### src/rtl/sr_gate_timer.sv
`timescale 1ns/1ps
module sr_gate_timer #(
  parameter int CNT_W = 10,
  parameter int DLY_W = 8
) (
  input  logic             clk,
  input  logic             rst_n,
  input  logic             en,
  input  logic             use_primary,
  input  logic             ref_in,
  input  logic             pri_hi,
  input  logic             pri_lo,
  input  logic [DLY_W-1:0] a_on_dly,
  input  logic [DLY_W-1:0] a_off_dly,
  input  logic [DLY_W-1:0] b_on_dly,
  input  logic [DLY_W-1:0] b_off_dly,
  output logic             sr_a,
  output logic             sr_b
);
  localparam int SW = ((CNT_W > DLY_W) ? CNT_W : DLY_W) + 1;

  logic [1:0]       src, win;
  logic [DLY_W-1:0] on_d  [2];
  logic [DLY_W-1:0] off_d [2];
  logic             mode_q;
  logic             mode_chg;

  assign src[0]   = use_primary ? pri_hi : ref_in;
  assign src[1]   = use_primary ? pri_lo : ~ref_in;
  assign on_d[0]  = a_on_dly;
  assign on_d[1]  = b_on_dly;
  assign off_d[0] = a_off_dly;
  assign off_d[1] = b_off_dly;
  assign mode_chg = use_primary != mode_q;

  always_ff @(posedge clk)
    if (!rst_n) mode_q <= 1'b0;
    else        mode_q <= use_primary;

  for (genvar c = 0; c < 2; c++) begin : chan
    logic             s_q;
    logic [CNT_W-1:0] cnt_q, len_q;

    always_ff @(posedge clk) begin
      if (!rst_n) begin
        s_q   <= 1'b0;
        cnt_q <= '0;
        len_q <= '0;
      end else begin
        s_q <= src[c];
        if (mode_chg) begin
          cnt_q <= '0;
          len_q <= '0;
        end else if (!s_q) begin
          if (cnt_q != '0) len_q <= cnt_q;
          cnt_q <= '0;
        end else if (cnt_q != '1) begin
          cnt_q <= cnt_q + 1'b1;
        end
      end
    end

    assign win[c] = s_q && (SW'(cnt_q) >= SW'(on_d[c]))
                        && (SW'(cnt_q) + SW'(off_d[c]) < SW'(len_q));
  end

  always_ff @(posedge clk) begin
    if (!rst_n) begin
      sr_a <= 1'b0;
      sr_b <= 1'b0;
    end else begin
      sr_a <= en && win[0] && !win[1];
      sr_b <= en && win[1] && !win[0];
    end
  end

  AST_GATES_EXCLUSIVE: assert property (@(posedge clk) disable iff (!rst_n)
    !(sr_a && sr_b));
  AST_OFF_WHEN_DISABLED: assert property (@(posedge clk) disable iff (!rst_n)
    !en |=> (!sr_a && !sr_b));
  AST_A_NEEDS_LENGTH: assert property (@(posedge clk) disable iff (!rst_n)
    (chan[0].len_q == '0) |=> !sr_a);
  AST_B_NEEDS_LENGTH: assert property (@(posedge clk) disable iff (!rst_n)
    (chan[1].len_q == '0) |=> !sr_b);
  AST_MODE_BLANKS: assert property (@(posedge clk) disable iff (!rst_n)
    mode_chg |-> ##2 (!sr_a && !sr_b));
endmodule

### config.mk
export PLATFORM = sky130hd
export DESIGN_NAME = sr_gate_timer
export DESIGN_NICKNAME = d
export VERILOG_FILES = /design/src/rtl/sr_gate_timer.sv
export SDC_FILE = /design/constraint.sdc
export NUM_CORES = 1
export LEC_CHECK = 0
export CAP_MARGIN = 20
export CORE_MARGIN = 4
export CORE_UTILIZATION = 30
export DETAILED_ROUTE_END_ITERATION = 12
export DONT_BUFFER_PORTS = 1
export SETUP_SLACK_MARGIN = 0.2
export SLEW_MARGIN = 25
export SYNTH_ARGS = -nofsm -noshare
export SYNTH_HDL_FRONTEND = slang
export SYNTH_SLANG_ARGS = --single-unit
### constraint.sdc
create_clock -name clk -period 3.2 [get_ports clk]
set_input_delay 0.16 -clock clk [delete_from_list [all_inputs] [get_ports clk]]
set_output_delay 0.16 -clock clk [all_outputs]
set_load 0.03 [all_outputs]
After elaboration in Yosys (flattened, before gate mapping)
Index checks and enable logic that the tools add are counted.
{"block": "word_totals", "wordCells": 43, "output_inout_bits": 2, "reg_bits": 45}
{"block": "classes", "eq_ne": 3, "n_reduce_logical": 17, "bitwise": 4, "addsub": 4, "n_lt_le_gt_ge": 4, "mux": 2}
{"op": "$add 10x8->11", "count": 2}
{"op": "$lt 11x10->1", "count": 2}
{"op": "$add 10x1->10 const B", "count": 2}
{"op": "$ge 10x8->1", "count": 2}
{"op": "$ne 10x10->1 const B", "count": 2}
{"op": "$reduce_bool 10->1", "count": 2}
{"op": "$logic_and 1x1->1", "count": 8}
{"op": "$reduce_or 3->1", "count": 2}
{"op": "$not 1->1", "count": 4}
{"op": "$reduce_and 2->1", "count": 2}
{"op": "$logic_not 1->1", "count": 2}
{"op": "$mux 1", "count": 2}
{"op": "$reduce_or 2->1", "count": 1}
{"op": "$ne 1x1->1", "count": 1}

Longest topological paths before layout
{"block": "logic_depth", "ltp_word": 5, "mapped_depth": 15, "depth_no_buf": 15}

Worst setup path after synthesis
OpenSTA, ideal clock, no wires.
{"block": "synth_path", "path_type": "register -> register", "from": "register chan[0].cnt_q[0]", "to": "register sr_b", "setup_ns": 0.116, "n_path_buf": 0, "slack_ns": -0.273, "path_stages_with_launch": 16, "synth_period_minus_slack_ns": 3.473, "required_ns": 3.084, "t_arrival_ns": 3.357, "path_cell_list": "dfxtp_1 > ha_1 > fa_1 > a211oi_1 > nor2_1 > o31a_1 > o21a_1 > nor2_1 > xnor2_1 > ha_1 > a21o_1 > a22o_1 > or4_1 > a41oi_1 > o211ai_1 > and4_1"}
{"block": "synth_between", "elab_chain_len": 5}
{"element": "start: declaration", "line": "42", "source": "logic [CNT_W-1:0] cnt_q, len_q;"}
{"element": "start signal: assignment", "line": "58", "source": "cnt_q <= cnt_q + 1'b1;"}
{"element": "$add 10x8->11 or $ge 10x8->1 (tied branches)", "line": "64, 63"}
{"element": "$lt 11x10->1 or $logic_and 1x1->1 (tied branches)", "line": "64, 63"}
{"element": "$logic_and 1x1->1 *", "line": "64", "source": "&& (SW'(cnt_q) + SW'(off_d[c]) < SW'(len_q));"}
{"element": "$logic_not 1->1 *", "line": "73", "source": "sr_b <= en && win[1] && !win[0];"}
{"element": "$logic_and 1x1->1 *", "line": "73"}
{"element": "end signal: assignment", "line": "73"}
{"element": "end: declaration", "line": "18", "source": "output logic sr_b"}
Every way passes the cells marked *; elsewhere a longest branch is shown, timed or not.
A chain may end at the register's enable or synchronous reset.

Final worst setup path
Ends and elaborated chain as after synthesis.

==> reports/summary.txt <==
Post-synth EDFFs: 0
die height: 114 um
sequential cell area fraction in the yosys report: 0.270
Setup violations, final: 2
register area: 905 um^2
Placeable Area: 10900 um^2
clk buf depth: 2
Primary FF master, synth: dfxtp_1
nature of the critical path startpoint: flip-flop
failing checks: negative setup slack
Clk pin slew, worst setup/hold paths: 0.09 ns
fin nets: 553
status: finished, violations left
Synth Cell Area: 3340 um^2
FMAX: 289 MHz
Initial Utilization: 0.307
Synth area leader: dfxtp_1
final instance area: 3870 um^2
vias in the first global route: 2932
synth unique cells: 43
syn_nets: 523
Final min period: 3.46 ns
top cell type's share of synthesized area: 0.270
CTS H-tree lvls: 2
TritonCTS buffer count: 5
CTS tree: built
synth warn: 0
cell count after synthesis: 428
first-pass GRT wire length: 14.0 mm
hpwl dp: 6.51 mm
grt ovf: 0
worst setup slack after layout: -0.264 ns
async set or reset register ratio after synthesis: 0
Total GRT Usage: 0.136
Area growth syn-to-layout: 15.9%
die area: 12900 um^2
Max transition margin: 0.477
critical path type: reg2reg
clk_skew: 0.00383 ns
Max Cap Viol: 0
arrival time worst endpoint: 3.68 ns
antenna violations before repair: 0
RSZ-0062 raised after global routing: true
Routed Antenna Nets: 0
IO buf count: 0
Sink Count: 45
Via Count: 2949
worst slew pin tran: 0.783 ns
Pwr Density: 295 nW/um^2
die width: 114 um
pin count of the biggest net entering global routing: 22
CP Data Required Time: 3.42 ns
root buffer cell: clkbuf_8
top post-synthesis cells by area: dfxtp_1 27%, ha_1 20%, nor2_1 8.9%
I/O Pins: 41
share of post-route cells with drive strength above 1: 0.0980
Hold Path Class: in2reg
WL/cell: 14.1 um
Clock Latency Late Sink: 0.32 ns
Period Utilization, post-route: 1.08
Avg Inst Size Synth: 7.81 um^2
TritonRoute pass-1 iters: 4
Multi-input gate area: 2270 um^2
Iter 0 DRT Violations: 164
row count: 38
DR DRC count: 0
via density per instance: 4.92
Setup crit end kind: flip-flop
peak supply drop: 0.000154 V
CP Max Fanout: 2
Pleak: 1.57 nW
Sum Neg Setup Slack: -0.451 ns
drt total wl: 8.44 mm
Pins Over Slew Limit: 0
GP Congestion: 0.903
Yosys reg bits: 45
final hold violations: 0
Antenna Cells: 0
Filler cells: 1133
DP Area: 3690 um^2
placed cells by master, fill, tap and decap left out, types with 2 or more instances in the layout:
cell type / count
nor2_1: 78
ha_1: 53
inv_1: 44
dfxtp_1: 44
a21oi_1: 40
buf_4: 28
nand2_1: 23
xnor2_1: 19
o21ai_0: 16
nand3_1: 10
nor3_1: 9
xor2_1: 9
nor2b_1: 8
a31oi_1: 6
nand4_1: 6
clkbuf_8: 5
o211ai_1: 4
mux2i_1: 4
nand2b_1: 4
dlygate4sd3_1: 4
o21bai_1: 3
o21a_1: 3
a22o_1: 3
a21o_1: 3
a211oi_1: 2
and3_1: 2
nor4b_1: 2
and2_1: 2
a211o_1: 2
nor4_1: 2
synthesized netlist by cell type (2+ instances only):
master,number
o21a_1,3
nand2b_1,4
xnor2_1,19
and2_1,2
xor2_1,9
ha_1,54
o211ai_1,4
nand3_1,10
a22o_1,3
nor4_1,2
nor3_1,9
dfxtp_1,45
a21oi_1,40
inv_1,44
and3_1,2
nor2b_1,8
nand2_1,23
o21bai_1,3
o21ai_0,16
a31oi_1,6
buf_2,2
a21o_1,3
nor4b_1,2
fa_1,2
nor2_1,79
a211o_1,2
nand4_1,6
a211oi_1,3
mux2i_1,4
clkbuf_1,6
per-layer routing:
layer	vias up	wire, um	global-route usage
met4	0	140	0.0417
met1	1344	3870	0.166
met2	67	3960	0.233
met3	11	461	0.0350
met5	-	0	0
li1	1527	-	-
logic make-up (layout without fill, tap and decap cells):
family / after synthesis / in the layout / share of synthesized area
AO/OA/AOI/OAI: 89 / 89 / 0.159
XOR/XNOR: 28 / 28 / 0.0734
adder cells (fa/ha/maj): 56 / 56 / 0.214
buffers and inverters: 53 / 84 / 0.0625
flip-flops: 45 / 45 / 0.270
multiplexers: 4 / 4 / 0.0120
AND/OR/NAND/NOR: 153 / 153 / 0.209
through the flow:
stage / instances / setup slack [ns] / utilization / hold slack, ns / total power (W)
3_5_place_dp: 585 / -0.285 / 0.339 / 0.288 / 0.000690
3_3_place_gp: 585 / -0.216 / 0.339 / 0.287 / 0.000686
6_report: 599 / -0.264 / 0.356 / 0.0350 / 0.00114
4_1_cts: 598 / -0.213 / 0.355 / 0.0105 / 0.00115
5_1_grt: 599 / -0.434 / 0.356 / 0.0214 / 0.00119
2_1_floorplan: 428 / -0.153 / - / 0.282 / 0.000660
worst max-delay path: stages (launching register included):
cell and delay, ns:
dfxtp_4 0.36, ha_4 0.16, fa_2 0.34, a211oi_2 0.18, nor2_1 0.08, o31a_1 0.30
o21a_1 0.19, nor2_2 0.10, xnor2_1 0.08, ha_1 0.32, a21o_1 0.17, a22o_1 0.18
or4_4 0.42, a41oi_2 0.17, o211ai_1 0.13, and4_1 0.19
state kept, by name, summed over array words and instances, names as in the netlist:
signal,cells
chan.cnt_q,20
chan.len_q,20
chan.s_q,2
mode_q,1
sr_a,1
sr_b,1
layout make-up:
type	count	share of cell area
Tap cell	140	0.0452
Multi-Input combinational cell	330	0.585
Sequential cell	45	0.233
Inverter	44	0.0426
Clock inverter	3	0.0116
Clock buffer	5	0.0178
Timing Repair Buffer	32	0.0646
final timing paths:
| kind | cells after the start | slack [ns] | to | from |
|---|---|---|---|---|
| setup / recovery | 15 | -0.26 | sr_b | chan[0].cnt_q[0] |
| hold / removal | 1 | 0.03 | sr_b | en |
| setup reg to reg | 15 | -0.26 | sr_b | chan[0].cnt_q[0] |
| hold reg to reg | 2 | 0.52 | chan[1].len_q[0] | chan[1].len_q[0] |
repair_timing:
action                     in CTS  in global routing
gates cloned                    0                  0
setup endpoints to repair       2                  2
hold buffers                    3                  1
pin swaps                       9                  7
gates resized for setup         2                  1
hold endpoints to repair        4                  1
setup buffers                   2                  0
report_power, final:
group          total (W)  internal, W  leakage (nW)  switching (W)
registers       0.000565     0.000562         0.364     0.00000283
logic           0.000118    0.0000519          1.14      0.0000658
clock network   0.000459     0.000235        0.0587       0.000225
total            0.00114     0.000849          1.57       0.000293
Note: power is estimated with default switching activity, not from simulation.
